===== src/rtl/dac_seq_pkg.sv =====
`timescale 1ns/1ps
// Shared types and helpers for the parallel DAC bus sequencer.
// Assumes nothing beyond integer nanosecond timing parameters.
package dac_seq_pkg;

    // Host command codes; the numeric values are part of the interface.
    typedef enum logic [2:0] {
        CMD_WRITE      = 3'd0,
        CMD_WRITE_LOAD = 3'd1,
        CMD_LOAD       = 3'd2,
        CMD_READ       = 3'd3,
        CMD_RST_MID    = 3'd4,
        CMD_RST_MIN    = 3'd5
    } cmd_e;

    // Sequencer phases; each holds one fixed pin pattern for a counted time.
    typedef enum logic [3:0] {
        PH_IDLE,
        PH_W_SU,
        PH_W_STB,
        PH_W_HLD,
        PH_LOAD,
        PH_R_SU,
        PH_R_STB,
        PH_R_HLD,
        PH_X_RST,
        PH_X_HLD
    } phase_e;

    // Control pin pattern of one phase.
    typedef struct packed {
        logic cs_n;
        logic rw;
        logic ld_n;
        logic rst_n;
        logic oe;
    } pins_t;

    // Round a nanosecond time up to whole clock cycles, never below one.
    function automatic int unsigned ns_to_cyc(int unsigned ns, int unsigned period);
        int unsigned c;
        c = (ns + period - 1) / period;
        if (c == 0) c = 1;
        return c;
    endfunction

    function automatic int unsigned umax(int unsigned a, int unsigned b);
        return (a > b) ? a : b;
    endfunction

    function automatic logic cmd_known(logic [2:0] code);
        return code <= 3'd5;
    endfunction

    // Pin pattern driven during a phase.
    function automatic pins_t phase_pins(phase_e ph);
        pins_t p;
        p = '{cs_n: 1'b1, rw: 1'b1, ld_n: 1'b1, rst_n: 1'b1, oe: 1'b0};
        case (ph)
            PH_W_SU, PH_W_HLD: begin p.rw = 1'b0; p.oe = 1'b1; end
            PH_W_STB:          begin p.rw = 1'b0; p.oe = 1'b1; p.cs_n = 1'b0; end
            PH_LOAD:           p.ld_n = 1'b0;
            PH_R_STB:          p.cs_n = 1'b0;
            PH_X_RST:          p.rst_n = 1'b0;
            default:           ;
        endcase
        return p;
    endfunction

endpackage


===== src/rtl/dac_seq_timer.sv =====
`timescale 1ns/1ps
// Phase down-counter. Loaded with (length-1) on entry to a phase; reports
// expiry when it reaches zero. Assumes the loader never loads during reset.
module dac_seq_timer #(
    parameter int CNT_W = 5
) (
    input  logic             clk,
    input  logic             rst_n,
    input  logic             load,
    input  logic [CNT_W-1:0] load_val,
    output logic             expired,
    output logic [CNT_W-1:0] count
);
    logic [CNT_W-1:0] cnt_q;

    // Load on phase entry, otherwise count down to zero and stay there.
    always_ff @(posedge clk) begin
        if (!rst_n)              cnt_q <= '0;
        else if (load)           cnt_q <= load_val;
        else if (cnt_q != '0)    cnt_q <= cnt_q - 1'b1;
    end

    assign expired = (cnt_q == '0);
    assign count   = cnt_q;
endmodule


===== src/rtl/dac_seq_ctrl.sv =====
`timescale 1ns/1ps
// Command acceptance and phase sequencing. Produces the next phase so the pin
// stage can register its pattern in step with the phase register. Assumes all
// phase lengths are at least one cycle and the access time fits the strobe.
module dac_seq_ctrl
    import dac_seq_pkg::*;
#(
    parameter int DATA_W    = 16,
    parameter int CNT_W     = 5,
    parameter int W_SU_LEN  = 3,
    parameter int W_STB_LEN = 7,
    parameter int W_HLD_LEN = 3,
    parameter int LOAD_LEN  = 5,
    parameter int R_SU_LEN  = 3,
    parameter int R_STB_LEN = 23,
    parameter int R_HLD_LEN = 25,
    parameter int X_RST_LEN = 8,
    parameter int X_HLD_LEN = 3,
    parameter int ACC_CYC   = 18
) (
    input  logic              clk,
    input  logic              rst_n,
    input  logic              req_valid,
    input  logic [2:0]        req_cmd,
    input  logic [DATA_W-1:0] req_data,
    input  logic              expired,
    input  logic [CNT_W-1:0]  count,
    output logic              load,
    output logic [CNT_W-1:0]  load_val,
    output phase_e            ph_d,
    output logic              sel_d,
    output logic [DATA_W-1:0] data_q,
    output logic              sample,
    output logic              busy,
    output logic              done
);
    localparam logic [CNT_W-1:0] SAMPLE_AT = CNT_W'(R_STB_LEN - ACC_CYC);

    phase_e ph_q;
    logic   accept;
    logic   chain_q;
    logic   sel_q;
    logic   done_q;
    int unsigned len;

    // Next-phase decision: accept in idle, advance when the timer expires.
    always_comb begin
        ph_d   = ph_q;
        accept = 1'b0;
        case (ph_q)
            PH_IDLE: begin
                if (req_valid && cmd_known(req_cmd)) begin
                    accept = 1'b1;
                    case (req_cmd)
                        CMD_WRITE, CMD_WRITE_LOAD: ph_d = PH_W_SU;
                        CMD_LOAD:                  ph_d = PH_LOAD;
                        CMD_READ:                  ph_d = PH_R_SU;
                        default:                   ph_d = PH_X_RST;
                    endcase
                end
            end
            PH_W_SU:  if (expired) ph_d = PH_W_STB;
            PH_W_STB: if (expired) ph_d = PH_W_HLD;
            PH_W_HLD: if (expired) ph_d = chain_q ? PH_LOAD : PH_IDLE;
            PH_LOAD:  if (expired) ph_d = PH_IDLE;
            PH_R_SU:  if (expired) ph_d = PH_R_STB;
            PH_R_STB: if (expired) ph_d = PH_R_HLD;
            PH_R_HLD: if (expired) ph_d = PH_IDLE;
            PH_X_RST: if (expired) ph_d = PH_X_HLD;
            PH_X_HLD: if (expired) ph_d = PH_IDLE;
            default:  ph_d = PH_IDLE;
        endcase
    end

    // Length of the phase about to be entered, for the timer load.
    always_comb begin
        case (ph_d)
            PH_W_SU:  len = W_SU_LEN;
            PH_W_STB: len = W_STB_LEN;
            PH_W_HLD: len = W_HLD_LEN;
            PH_LOAD:  len = LOAD_LEN;
            PH_R_SU:  len = R_SU_LEN;
            PH_R_STB: len = R_STB_LEN;
            PH_R_HLD: len = R_HLD_LEN;
            PH_X_RST: len = X_RST_LEN;
            PH_X_HLD: len = X_HLD_LEN;
            default:  len = 1;
        endcase
        load_val = CNT_W'(len - 1);
    end

    assign load   = (ph_d != ph_q) && (ph_d != PH_IDLE);
    assign sel_d  = accept ? (req_cmd == CMD_RST_MID) : sel_q;
    assign sample = (ph_q == PH_R_STB) && (count == SAMPLE_AT);
    assign busy   = (ph_q != PH_IDLE);
    assign done   = done_q;

    // Phase register, command attributes latched at acceptance, done pulse.
    always_ff @(posedge clk) begin
        if (!rst_n) begin
            ph_q    <= PH_IDLE;
            chain_q <= 1'b0;
            sel_q   <= 1'b0;
            data_q  <= '0;
            done_q  <= 1'b0;
        end else begin
            ph_q   <= ph_d;
            done_q <= (ph_q != PH_IDLE) && (ph_d == PH_IDLE);
            if (accept) begin
                chain_q <= (req_cmd == CMD_WRITE_LOAD);
                sel_q   <= (req_cmd == CMD_RST_MID);
                if (req_cmd == CMD_WRITE || req_cmd == CMD_WRITE_LOAD)
                    data_q <= req_data;
            end
        end
    end
endmodule


===== src/rtl/dac_seq_pins.sv =====
`timescale 1ns/1ps
// Pin register stage. Registers the pattern of the next phase so every pin
// changes on a clock edge with no decode glitches, holds the reset select
// between resets and captures read data on the sample strobe.
module dac_seq_pins
    import dac_seq_pkg::*;
#(
    parameter int DATA_W = 16
) (
    input  logic              clk,
    input  logic              rst_n,
    input  phase_e            ph_d,
    input  logic              sel_d,
    input  logic              sample,
    input  logic [DATA_W-1:0] bus_in,
    output logic              cs_n,
    output logic              rw,
    output logic              ld_n,
    output logic              dac_rst_n,
    output logic              rst_mid,
    output logic              oe,
    output logic [DATA_W-1:0] rd_data
);
    pins_t pins_q;

    // Registered pin pattern, reset select and read capture.
    always_ff @(posedge clk) begin
        if (!rst_n) begin
            pins_q  <= '{cs_n: 1'b1, rw: 1'b1, ld_n: 1'b1, rst_n: 1'b1, oe: 1'b0};
            rst_mid <= 1'b0;
            rd_data <= '0;
        end else begin
            pins_q <= phase_pins(ph_d);
            if (ph_d == PH_X_RST) rst_mid <= sel_d;
            if (sample)           rd_data <= bus_in;
        end
    end

    assign cs_n      = pins_q.cs_n;
    assign rw        = pins_q.rw;
    assign ld_n      = pins_q.ld_n;
    assign dac_rst_n = pins_q.rst_n;
    assign oe        = pins_q.oe;
endmodule


===== src/rtl/dac_bus_seq.sv =====
`timescale 1ns/1ps
// Host-side sequencer for a double-buffered parallel DAC. Converts one
// command at a time into chip select, read/write, load, reset and bus
// waveforms whose phase lengths are nanosecond minimums rounded up to clock
// cycles. Assumes the converter's bus input is valid by the access time.
module dac_bus_seq
    import dac_seq_pkg::*;
#(
    parameter int CLK_PERIOD_NS  = 4,
    parameter int DATA_W         = 16,
    parameter int T_RW_SETUP_NS  = 10,
    parameter int T_RW_HOLD_NS   = 10,
    parameter int T_WR_CS_NS     = 25,
    parameter int T_LOAD_NS      = 20,
    parameter int T_RD_CS_NS     = 90,
    parameter int T_ACCESS_NS    = 70,
    parameter int T_RELEASE_NS   = 100,
    parameter int T_RST_NS       = 30,
    parameter int T_SEL_HOLD_NS  = 10
) (
    input  logic              clk,
    input  logic              rst_n,
    input  logic              req_valid,
    input  logic [2:0]        req_cmd,
    input  logic [DATA_W-1:0] req_data,
    output logic              busy,
    output logic              done,
    output logic [DATA_W-1:0] rd_data,
    output logic              dac_cs_n,
    output logic              dac_rw,
    output logic              dac_ld_n,
    output logic              dac_rst_n,
    output logic              dac_rst_mid,
    output logic [DATA_W-1:0] dac_bus_out,
    output logic              dac_bus_oe,
    input  logic [DATA_W-1:0] dac_bus_in
);
    localparam int SU_CYC     = ns_to_cyc(T_RW_SETUP_NS, CLK_PERIOD_NS);
    localparam int HOLD_CYC   = ns_to_cyc(T_RW_HOLD_NS, CLK_PERIOD_NS);
    localparam int WCS_CYC    = ns_to_cyc(T_WR_CS_NS, CLK_PERIOD_NS);
    localparam int LOAD_CYC   = ns_to_cyc(T_LOAD_NS, CLK_PERIOD_NS);
    localparam int RCS_CYC    = ns_to_cyc(T_RD_CS_NS, CLK_PERIOD_NS);
    localparam int ACC_CYC    = ns_to_cyc(T_ACCESS_NS, CLK_PERIOD_NS);
    localparam int REL_CYC    = ns_to_cyc(T_RELEASE_NS, CLK_PERIOD_NS);
    localparam int RST_CYC    = ns_to_cyc(T_RST_NS, CLK_PERIOD_NS);
    localparam int SELH_CYC   = ns_to_cyc(T_SEL_HOLD_NS, CLK_PERIOD_NS);
    localparam int R_STB_LEN  = umax(RCS_CYC, ACC_CYC);
    localparam int R_HLD_LEN  = umax(HOLD_CYC, REL_CYC);
    localparam int MAX_LEN    = umax(umax(umax(R_STB_LEN, R_HLD_LEN), umax(WCS_CYC, LOAD_CYC)),
                                     umax(umax(SU_CYC, HOLD_CYC), umax(RST_CYC, SELH_CYC)));
    localparam int CNT_W      = $clog2(MAX_LEN + 1);

    phase_e           ph_d;
    logic             sel_d;
    logic             sample;
    logic             tmr_load;
    logic [CNT_W-1:0] tmr_val;
    logic             tmr_expired;
    logic [CNT_W-1:0] tmr_count;
    logic [DATA_W-1:0] data_q;

    dac_seq_timer #(.CNT_W(CNT_W)) i_timer (
        .clk      (clk),
        .rst_n    (rst_n),
        .load     (tmr_load),
        .load_val (tmr_val),
        .expired  (tmr_expired),
        .count    (tmr_count)
    );

    dac_seq_ctrl #(
        .DATA_W    (DATA_W),
        .CNT_W     (CNT_W),
        .W_SU_LEN  (SU_CYC),
        .W_STB_LEN (WCS_CYC),
        .W_HLD_LEN (HOLD_CYC),
        .LOAD_LEN  (LOAD_CYC),
        .R_SU_LEN  (SU_CYC),
        .R_STB_LEN (R_STB_LEN),
        .R_HLD_LEN (R_HLD_LEN),
        .X_RST_LEN (RST_CYC),
        .X_HLD_LEN (SELH_CYC),
        .ACC_CYC   (ACC_CYC)
    ) i_ctrl (
        .clk       (clk),
        .rst_n     (rst_n),
        .req_valid (req_valid),
        .req_cmd   (req_cmd),
        .req_data  (req_data),
        .expired   (tmr_expired),
        .count     (tmr_count),
        .load      (tmr_load),
        .load_val  (tmr_val),
        .ph_d      (ph_d),
        .sel_d     (sel_d),
        .data_q    (data_q),
        .sample    (sample),
        .busy      (busy),
        .done      (done)
    );

    dac_seq_pins #(.DATA_W(DATA_W)) i_pins (
        .clk       (clk),
        .rst_n     (rst_n),
        .ph_d      (ph_d),
        .sel_d     (sel_d),
        .sample    (sample),
        .bus_in    (dac_bus_in),
        .cs_n      (dac_cs_n),
        .rw        (dac_rw),
        .ld_n      (dac_ld_n),
        .dac_rst_n (dac_rst_n),
        .rst_mid   (dac_rst_mid),
        .oe        (dac_bus_oe),
        .rd_data   (rd_data)
    );

    assign dac_bus_out = data_q;
endmodule


===== config.mk =====
export PLATFORM = sky130hd
export DESIGN_NAME = dac_bus_seq
export DESIGN_NICKNAME = d
export VERILOG_FILES = /design/src/rtl/dac_seq_pkg.sv /design/src/rtl/dac_seq_timer.sv /design/src/rtl/dac_seq_ctrl.sv /design/src/rtl/dac_seq_pins.sv /design/src/rtl/dac_bus_seq.sv
export SDC_FILE = /design/constraint.sdc
export NUM_CORES = 1
export LEC_CHECK = 0
export BUFFER_PORTS_ARGS = -buffer_cell sky130_fd_sc_hd__buf_2
export CAP_MARGIN = 20
export CORE_AREA = 2 2 99 101
export DETAILED_ROUTE_END_ITERATION = 16
export DIE_AREA = 0 0 101 103
export SLEW_MARGIN = 15
export SYNTH_ARGS = -nofsm -noshare
export SYNTH_HDL_FRONTEND = slang
export SYNTH_SLANG_ARGS = --single-unit

===== constraint.sdc =====
create_clock -name clk -period 3.2 [get_ports clk]
set_clock_uncertainty 0.2 [all_clocks]
set_input_delay 0.48 -clock clk [delete_from_list [all_inputs] [get_ports clk]]
set_output_delay 0.48 -clock clk [all_outputs]
set_load 0.005 [all_outputs]

==> flow_summary.ini, run 1 <==
[run_status]
status = complete, but fails checks
violations = setup timing

[synth]
ys_seq_area_share_pct = 43.7
synthCells = 272
synth-async-reset-ratio_pct = 0
synth_cell_types = 47
avgSynthCellArea_um2 = 8.42
ys_warn_count = 0
synthesis.area_um2 = 2290
synth-seq-cells = 50
synth-edff-count = 0
dominantRegCellSynth = dfxtp_1
syn_nets = 315

[clocking]
clk_pin_slew_ns = 0.09
root_buffer = clkbuf_8
clock-sinks = 50
cts.htree.levels = 2
ctsHoldBuffers = 0
numCtsBuffers = 5
clk_latency_ns = 0.29
clock_path_buffers = 2
tritoncts = done

[place]
dp_cells = 473
port_buffers = 77
placed_area_um2 = 2940
dpl.hpwl_mm = 4.35
gp_congestion = 0.826

[power_and_ir_drop]
p_leak_uw = 0.00139
ir_worst_vdd_mv = 0.291
power_density_nw_per_um2 = 790
power.total_uw = 2530

[finish]
seqCellArea_um2 = 1000
fin_area_um2 = 3200
drive_gt1_share_pct = 38.7
nets = 419
fin_cells = 491
antennaDiodeCount = 0
fillCellCount = 990
syn2layout_area_growth_pct = 39.7
multi_input_area_um2 = 1260

[grt]
antenna_found_initial = 0
grt_pass1_wl_mm = 9.75
grt.overflow.total = 0
grt_pass1_vias = 2131
grt_max_degree = 46
grt_usage_pct = 11.5

[critical_path]
path_cells = nor4_4, nand2_2, o32a_1, nand2_2, and2_4, inv_4, ha_4, inv_4, o31a_1, mux2i_1, ha_2, inv_2, or3_4, xnor2_2, nor2_2, a211oi_2
critical-path-max-stage-delay_ns = 0.39
crit_fanout = 4
rr_worst_depth = 16
timing.rr.start = i_timer.count[1]$_SDFFE_PN0P_
crit_path_end_kind = flip-flop
crit_arrival_ns = 3.34
startpoint_type = flip-flop
rrSetupSlack_ns = -0.13
rr_endpoint = i_timer.count[4]$_SDFFE_PN0P_
critical_path_class = reg -> reg
critical_path.slowest_cell = o32a_1
required_ns = 3.21

[timing]
fin_crit_sh_pct = 104
hold_violations = 0
max_freq_mhz = 300
holdWs_ns = 0.221
drv_slew = 0
setup_ws_ns = -0.129
worst_pin_slew_ns = 0.723
relSlewSlack_pct = 51.6
setup-violations-final = 1
rsz0062_at_grt = true
period_minus_slack_ns = 3.33

[detailed_routing]
vias_per_cell = 4.49
drc = 0
route.antenna.remaining_nets = 0
num_vias = 2205
wl_mm = 5.94
wl_per_cell_um = 12.1
dr.pass1.iters = 4
detail_route.iter0.violations = 78

[floorplanning]
rows = 36
core_um2 = 9460
die-area_um2 = 10400
die_w_um = 101
ios = 78
die_h_um = 103
initial_utilization_pct = 24.2

[hold_path]
whs_endpoint = i_pins.rd_data[5]$_SDFFE_PN0P_
whs_path_depth = 3
hold_path_startpoint = dac_bus_in[5]
min_path_type = in -> reg

[job]
maxCapViolCount = 0
==> through the flow <==
| step | TNS [ns] | utilization (%) | setup slack (ns) |
|---|---|---|---|
| finish | -0.129 | 33.8 | -0.129 |
| global route | -0.303 | 33.8 | -0.303 |
| CTS | -0.00954 | 32.8 | -0.00954 |
| detailed placement | -0.0775 | 31.1 | -0.0775 |
| global placement | 0 | 31.1 | 0.0531 |
| floorplan | 0 | - | 0.000251 |
==> worst max path at each step <==
stage                                   from                            end  cells past startpoint
6_report       i_timer.count[1]$_SDFFE_PN0P_  i_timer.count[4]$_SDFFE_PN0P_                     16
5_1_grt        i_timer.count[1]$_SDFFE_PN0P_  i_timer.count[4]$_SDFFE_PN0P_                     16
4_1_cts        i_timer.count[2]$_SDFFE_PN0P_  i_timer.count[4]$_SDFFE_PN0P_                     15
3_5_place_dp   i_timer.count[3]$_SDFFE_PN0P_  i_timer.count[4]$_SDFFE_PN0P_                     16
3_3_place_gp                       req_valid  i_timer.count[4]$_SDFFE_PN0P_                     17
2_1_floorplan  i_timer.count[3]$_SDFFE_PN0P_  i_timer.count[4]$_SDFFE_PN0P_                     17
==> cell usage after synthesis (all sizes together), types with 3 or more instances <==
library cell | instances | share of area, %
nand2 | 76 | 13
dfxtp | 50 | 44
a21boi | 33 | 11
clkbuf | 12 | 2.0
nor2 | 12 | 2.0
inv | 10 | 1.6
nand3 | 7 | 1.5
and2 | 6 | 1.6
ha | 5 | 2.7
o21ai | 5 | 1.1
mux2i | 4 | 1.7
nand4 | 4 | 1.1
nor2b | 4 | 1.1
xnor2 | 4 | 1.5
buf | 3 | 0.93
nand2b | 3 | 0.82
nor4 | 3 | 1.6
o32a | 3 | 1.4
==> per-layer routing <==
layer	routed length, µm	track usage (%)	vias up
met1	2740	14.4	1002
met5	0	0	-
li1	-	-	1126
met4	126	3.64	0
met3	324	2.31	10
met2	2750	19.8	67
==> report_power, final <==
part | internal, µW | switching, µW | total [µW]
clock network | 234 | 202 | 437
registers | 700 | 51.9 | 752
logic | 683 | 656 | 1340
==> kinds of logic after synthesis <==
kind of cell	synth area share, %
compound gates	20.1
mux	1.75
xor+xnor	2.30
simple gates	24.9
buf+inv	4.54
flops	43.7
fa+ha+maj	2.73
==> worst max-delay path, delay by kind of cell (launching register included) <==
kind	cells	cell delay [ns]
AO/OA/AOI/OAI	3	0.71
buffers and inverters	3	0.13
AND/OR/NAND/NOR	6	1.15
XOR/XNOR	1	0.15
multiplexers	1	0.21
flip-flops	1	0.34
adder cells (fa/ha/maj)	2	0.35
==> cells in the final DEF (no fill, tap or decap), types with 3 or more instances in the layout <==
cell type   n
a21boi_0   23
nor2b_1     4
dfxtp_1    48
and2_1      5
nand2b_1    3
mux2i_1     4
buf_2      77
nand3_1     6
xnor2_1     3
a21boi_1   10
nand4_1     4
nor2_1     10
nand2_2     3
buf_4      35
ha_1        3
o21ai_0     3
clkbuf_8    5
inv_1       6
nand2_1    73
==> layout make-up <==
class,instances,area share (%)
clock buffer,7,2.39
tap,114,4.46
inverter,10,1.33
timing repair buffer,112,20.3
sequential,50,31.4
multi-input combinational,197,39.3
clock inverter,1,0.939
==> state kept, by name (all words and copies together), names as in the netlist <==
name              cells
i_ctrl.ph_q           4
i_pins.rw             1
i_pins.ld_n           1
i_ctrl.done           1
i_pins.rd_data       16
i_pins.dac_rst_n      1
i_ctrl.sel_q          1
i_timer.count         5
i_pins.oe             1
i_ctrl.chain_q        1
i_pins.cs_n           1
i_ctrl.data_q        16
i_pins.rst_mid        1
==> what timing repair did <==
action	4_1_cts	5_1_grt
endpoints found under the setup margin	1	1
buffers inserted	4	6
gates resized for setup	5	15
pin swaps	5	14
(Power assumes the default switching activity.)
==> run 2: changes to the inputs <==
--- a/config.mk
+++ b/config.mk
@@ -5,11 +5,12 @@
 export SDC_FILE = /design/constraint.sdc
 export NUM_CORES = 1
 export LEC_CHECK = 0
+export ABC_AREA = 1
 export BUFFER_PORTS_ARGS = -buffer_cell sky130_fd_sc_hd__buf_2
 export CAP_MARGIN = 20
-export CORE_AREA = 2 2 99 101
+export CORE_AREA = 2 2 102 104
 export DETAILED_ROUTE_END_ITERATION = 16
-export DIE_AREA = 0 0 101 103
+export DIE_AREA = 0 0 104 106
 export SLEW_MARGIN = 15
 export SYNTH_ARGS = -nofsm -noshare
 export SYNTH_HDL_FRONTEND = slang
==> constraint.sdc (replaced) <==
create_clock -name clk -period 3.2 [get_ports clk]
set_clock_uncertainty 0.2 [all_clocks]
set_input_delay 0.32 -clock clk [delete_from_list [all_inputs] [get_ports clk]]
set_output_delay 0.32 -clock clk [all_outputs]
set_load 0.005 [all_outputs]
==> run 2 against run 1 <==
  * The flow now finishes without violations
  * Register-to-register slack improved by 0.38 ns
  * Sequential power rose by 2%
  * Maximum frequency rose by 13%
  * Worst setup slack improved by 0.38 ns
  * Die area up 6.0%
  * Utilization down 2.8 points
==> flow_summary.ini, run 2 <==
[run_status]
status = completed

[timing]
fin_setup_tns_ns = 0
max_freq_mhz = 339
rsz0062_at_grt = false
fin_crit_sh_pct = 92.1
period_minus_slack_ns = 2.95
setup_ws_ns = 0.253
worst_pin_slew_ns = 0.650
holdWs_ns = 0.0478
drv_slew = 0
setup-violations-final = 0
relSlewSlack_pct = 56.6
hold_violations = 0

[hold_path]
hold_path_startpoint = req_data[9]
min_path_type = in -> reg
whs_path_depth = 3

[grt]
grt_pass1_vias = 2365
top_usage_layer = met2
met1_usage_pct = 13.8
grt_usage_pct = 11.9
grt_pass1_wl_mm = 10.8
grtUsageMet3_pct = 3.43
grt.overflow.total = 0
antenna_found_initial = 0
grt_max_degree = 34
grt_use_met2_pct = 20.9

[detailed_routing]
detail_route.iter0.violations = 151
wl_per_cell_um = 11.2
dr.pass1.iters = 4
vias_per_cell = 4.37
route.antenna.remaining_nets = 0
drc = 0
wl_mm = 6.07
num_vias = 2360

[synth]
synth-edff-count = 0
synth-seq-cells = 50
synth_commonest_cells = nor2_1 (51), dfxtp_1 (50), inv_1 (45)
synthesis.area_um2 = 2440
synth.top_cell.area_share_pct = 41.1
ys_warn_count = 0
ys_seq_area_share_pct = 41.1
yosysTopAreaCell = dfxtp_1
synth_area_leaders = dfxtp_1 (41%), nor2_1 (7.9%), inv_1 (6.9%), nand2_1 (6.8%), a211oi_1 (5.2%)
dominantRegCellSynth = dfxtp_1
synth_cell_types = 31
syn_nets = 371
avgSynthCellArea_um2 = 7.43
synth-async-reset-ratio_pct = 0
yosys.cell_count.top_type = nor2_1
synthCells = 328

[place]
dpl.hpwl_mm = 4.67
gp_congestion = 0.938
pre_cts_ws_ns = 0.319
port_buffers = 77
placed_area_um2 = 2980

[clocking]
postCtsSetupRepairBufs = 0
tritoncts = done
cts.htree.levels = 2
clock-sinks = 50
clk_pin_slew_ns = 0.09
clock_path_buffers = 2
root_buffer = clkbuf_8
numCtsBuffers = 5
clk_latency_ns = 0.30

[finish]
syn2layout_area_growth_pct = 27.2
nets = 446
layout_common_cells = buf_2 (77), nor2_1 (51), dfxtp_1 (46), inv_1 (45), nand2_1 (44)
antennaDiodeCount = 0
drive_gt1_share_pct = 30.9
fin_area_um2 = 3100
layout_commonest_cell = buf_2

[job]
maxCapViolCount = 0

[critical_path]
crit_start = i_timer.count[1]$_SDFFE_PN0P_
crit_path_end_kind = flip-flop
required_ns = 3.24
critical_path_class = reg -> reg
rr_worst_depth = 14
startpoint_type = flip-flop
crit_fanout = 8
crit_arrival_ns = 2.99
timing.rr.start = i_timer.count[1]$_SDFFE_PN0P_

[floorplanning]
ios = 78
initial_utilization_pct = 24.4
die_w_um = 104
rows = 37
die_h_um = 106
core_um2 = 10000
die-area_um2 = 11000

[power_and_ir_drop]
p_leak_uw = 0.00150
power_density_nw_per_um2 = 794
ir_worst_vdd_mv = 0.278
[run 2: logic make-up after synthesis]
family	count (synthesis)	share of synthesized area (%)
adders and majority gates	5	2.57
and+or+nand+nor	178	37.6
AOI/OAI and AO/OA	33	9.09
DFF	50	41.1
buffers and inverters	62	9.66
[run 2: power by group]
group          leakage, µW  switching, µW  internal, µW
Clock            0.0000514            208           233
Combinational      0.00104            815           435
Sequential        0.000408           57.2           711
Total              0.00150           1080          1380
[run 2: final timing paths]
| path | endpoint | slack [ns] |
|---|---|---|
| setup / recovery | i_timer.count[2]$_SDFFE_PN0P_ | 0.25 |
| hold / removal | i_ctrl.data_q[9]$_SDFFE_PN0P_ | 0.05 |
| setup reg to reg | i_timer.count[2]$_SDFFE_PN0P_ | 0.25 |
| hold reg to reg | i_ctrl.data_q[11]$_SDFFE_PN0P_ | 0.29 |
[run 2: area by class of cell]
cell class	instances	area (µm²)
Clock buffer	6	72.6
Clock inverter	2	37.5
Fill cell	1095	6900
Inverter	49	184
Multi-Input combinational cell	216	1210
Sequential cell	50	1010
Tap cell	136	170
Timing Repair Buffer	81	415
[run 2: what timing repair did]
item | CTS | global route
gates resized for setup | 0 | 4
hold buffers | 0 | 0
endpoints found under the setup margin | 0 | 2
[run 2: metrics by stage]
stage / utilization (%) / instances / power [µW]
2_1_floorplan: - / 328 / 1730
3_3_place_gp: 29.8 / 532 / 2000
3_5_place_dp: 29.8 / 532 / 2030
4_1_cts: 30.9 / 540 / 2490
5_1_grt: 31.0 / 540 / 2710
6_report: 31.0 / 540 / 2460
[run 2: layer usage]
layer  wire length (µm)  up-vias
met5                  0        -
met4                 99        0
met3                381       10
met2               2930       76
met1               2660     1056
li1                   -     1218
[run 2: worst max-delay path, cell delays in order, from the launching register on]
cell     delay (ns)
dfxtp_1        0.32
nor2_1         0.21
nand3_2        0.19
inv_1          0.16
a21oi_1        0.08
nor3_1         0.31
inv_1          0.15
ha_1           0.27
nand4_1        0.18
nor2_2         0.07
nand3_1        0.12
nand2_2        0.08
ha_1           0.23
or2_1          0.23
a21oi_1        0.11
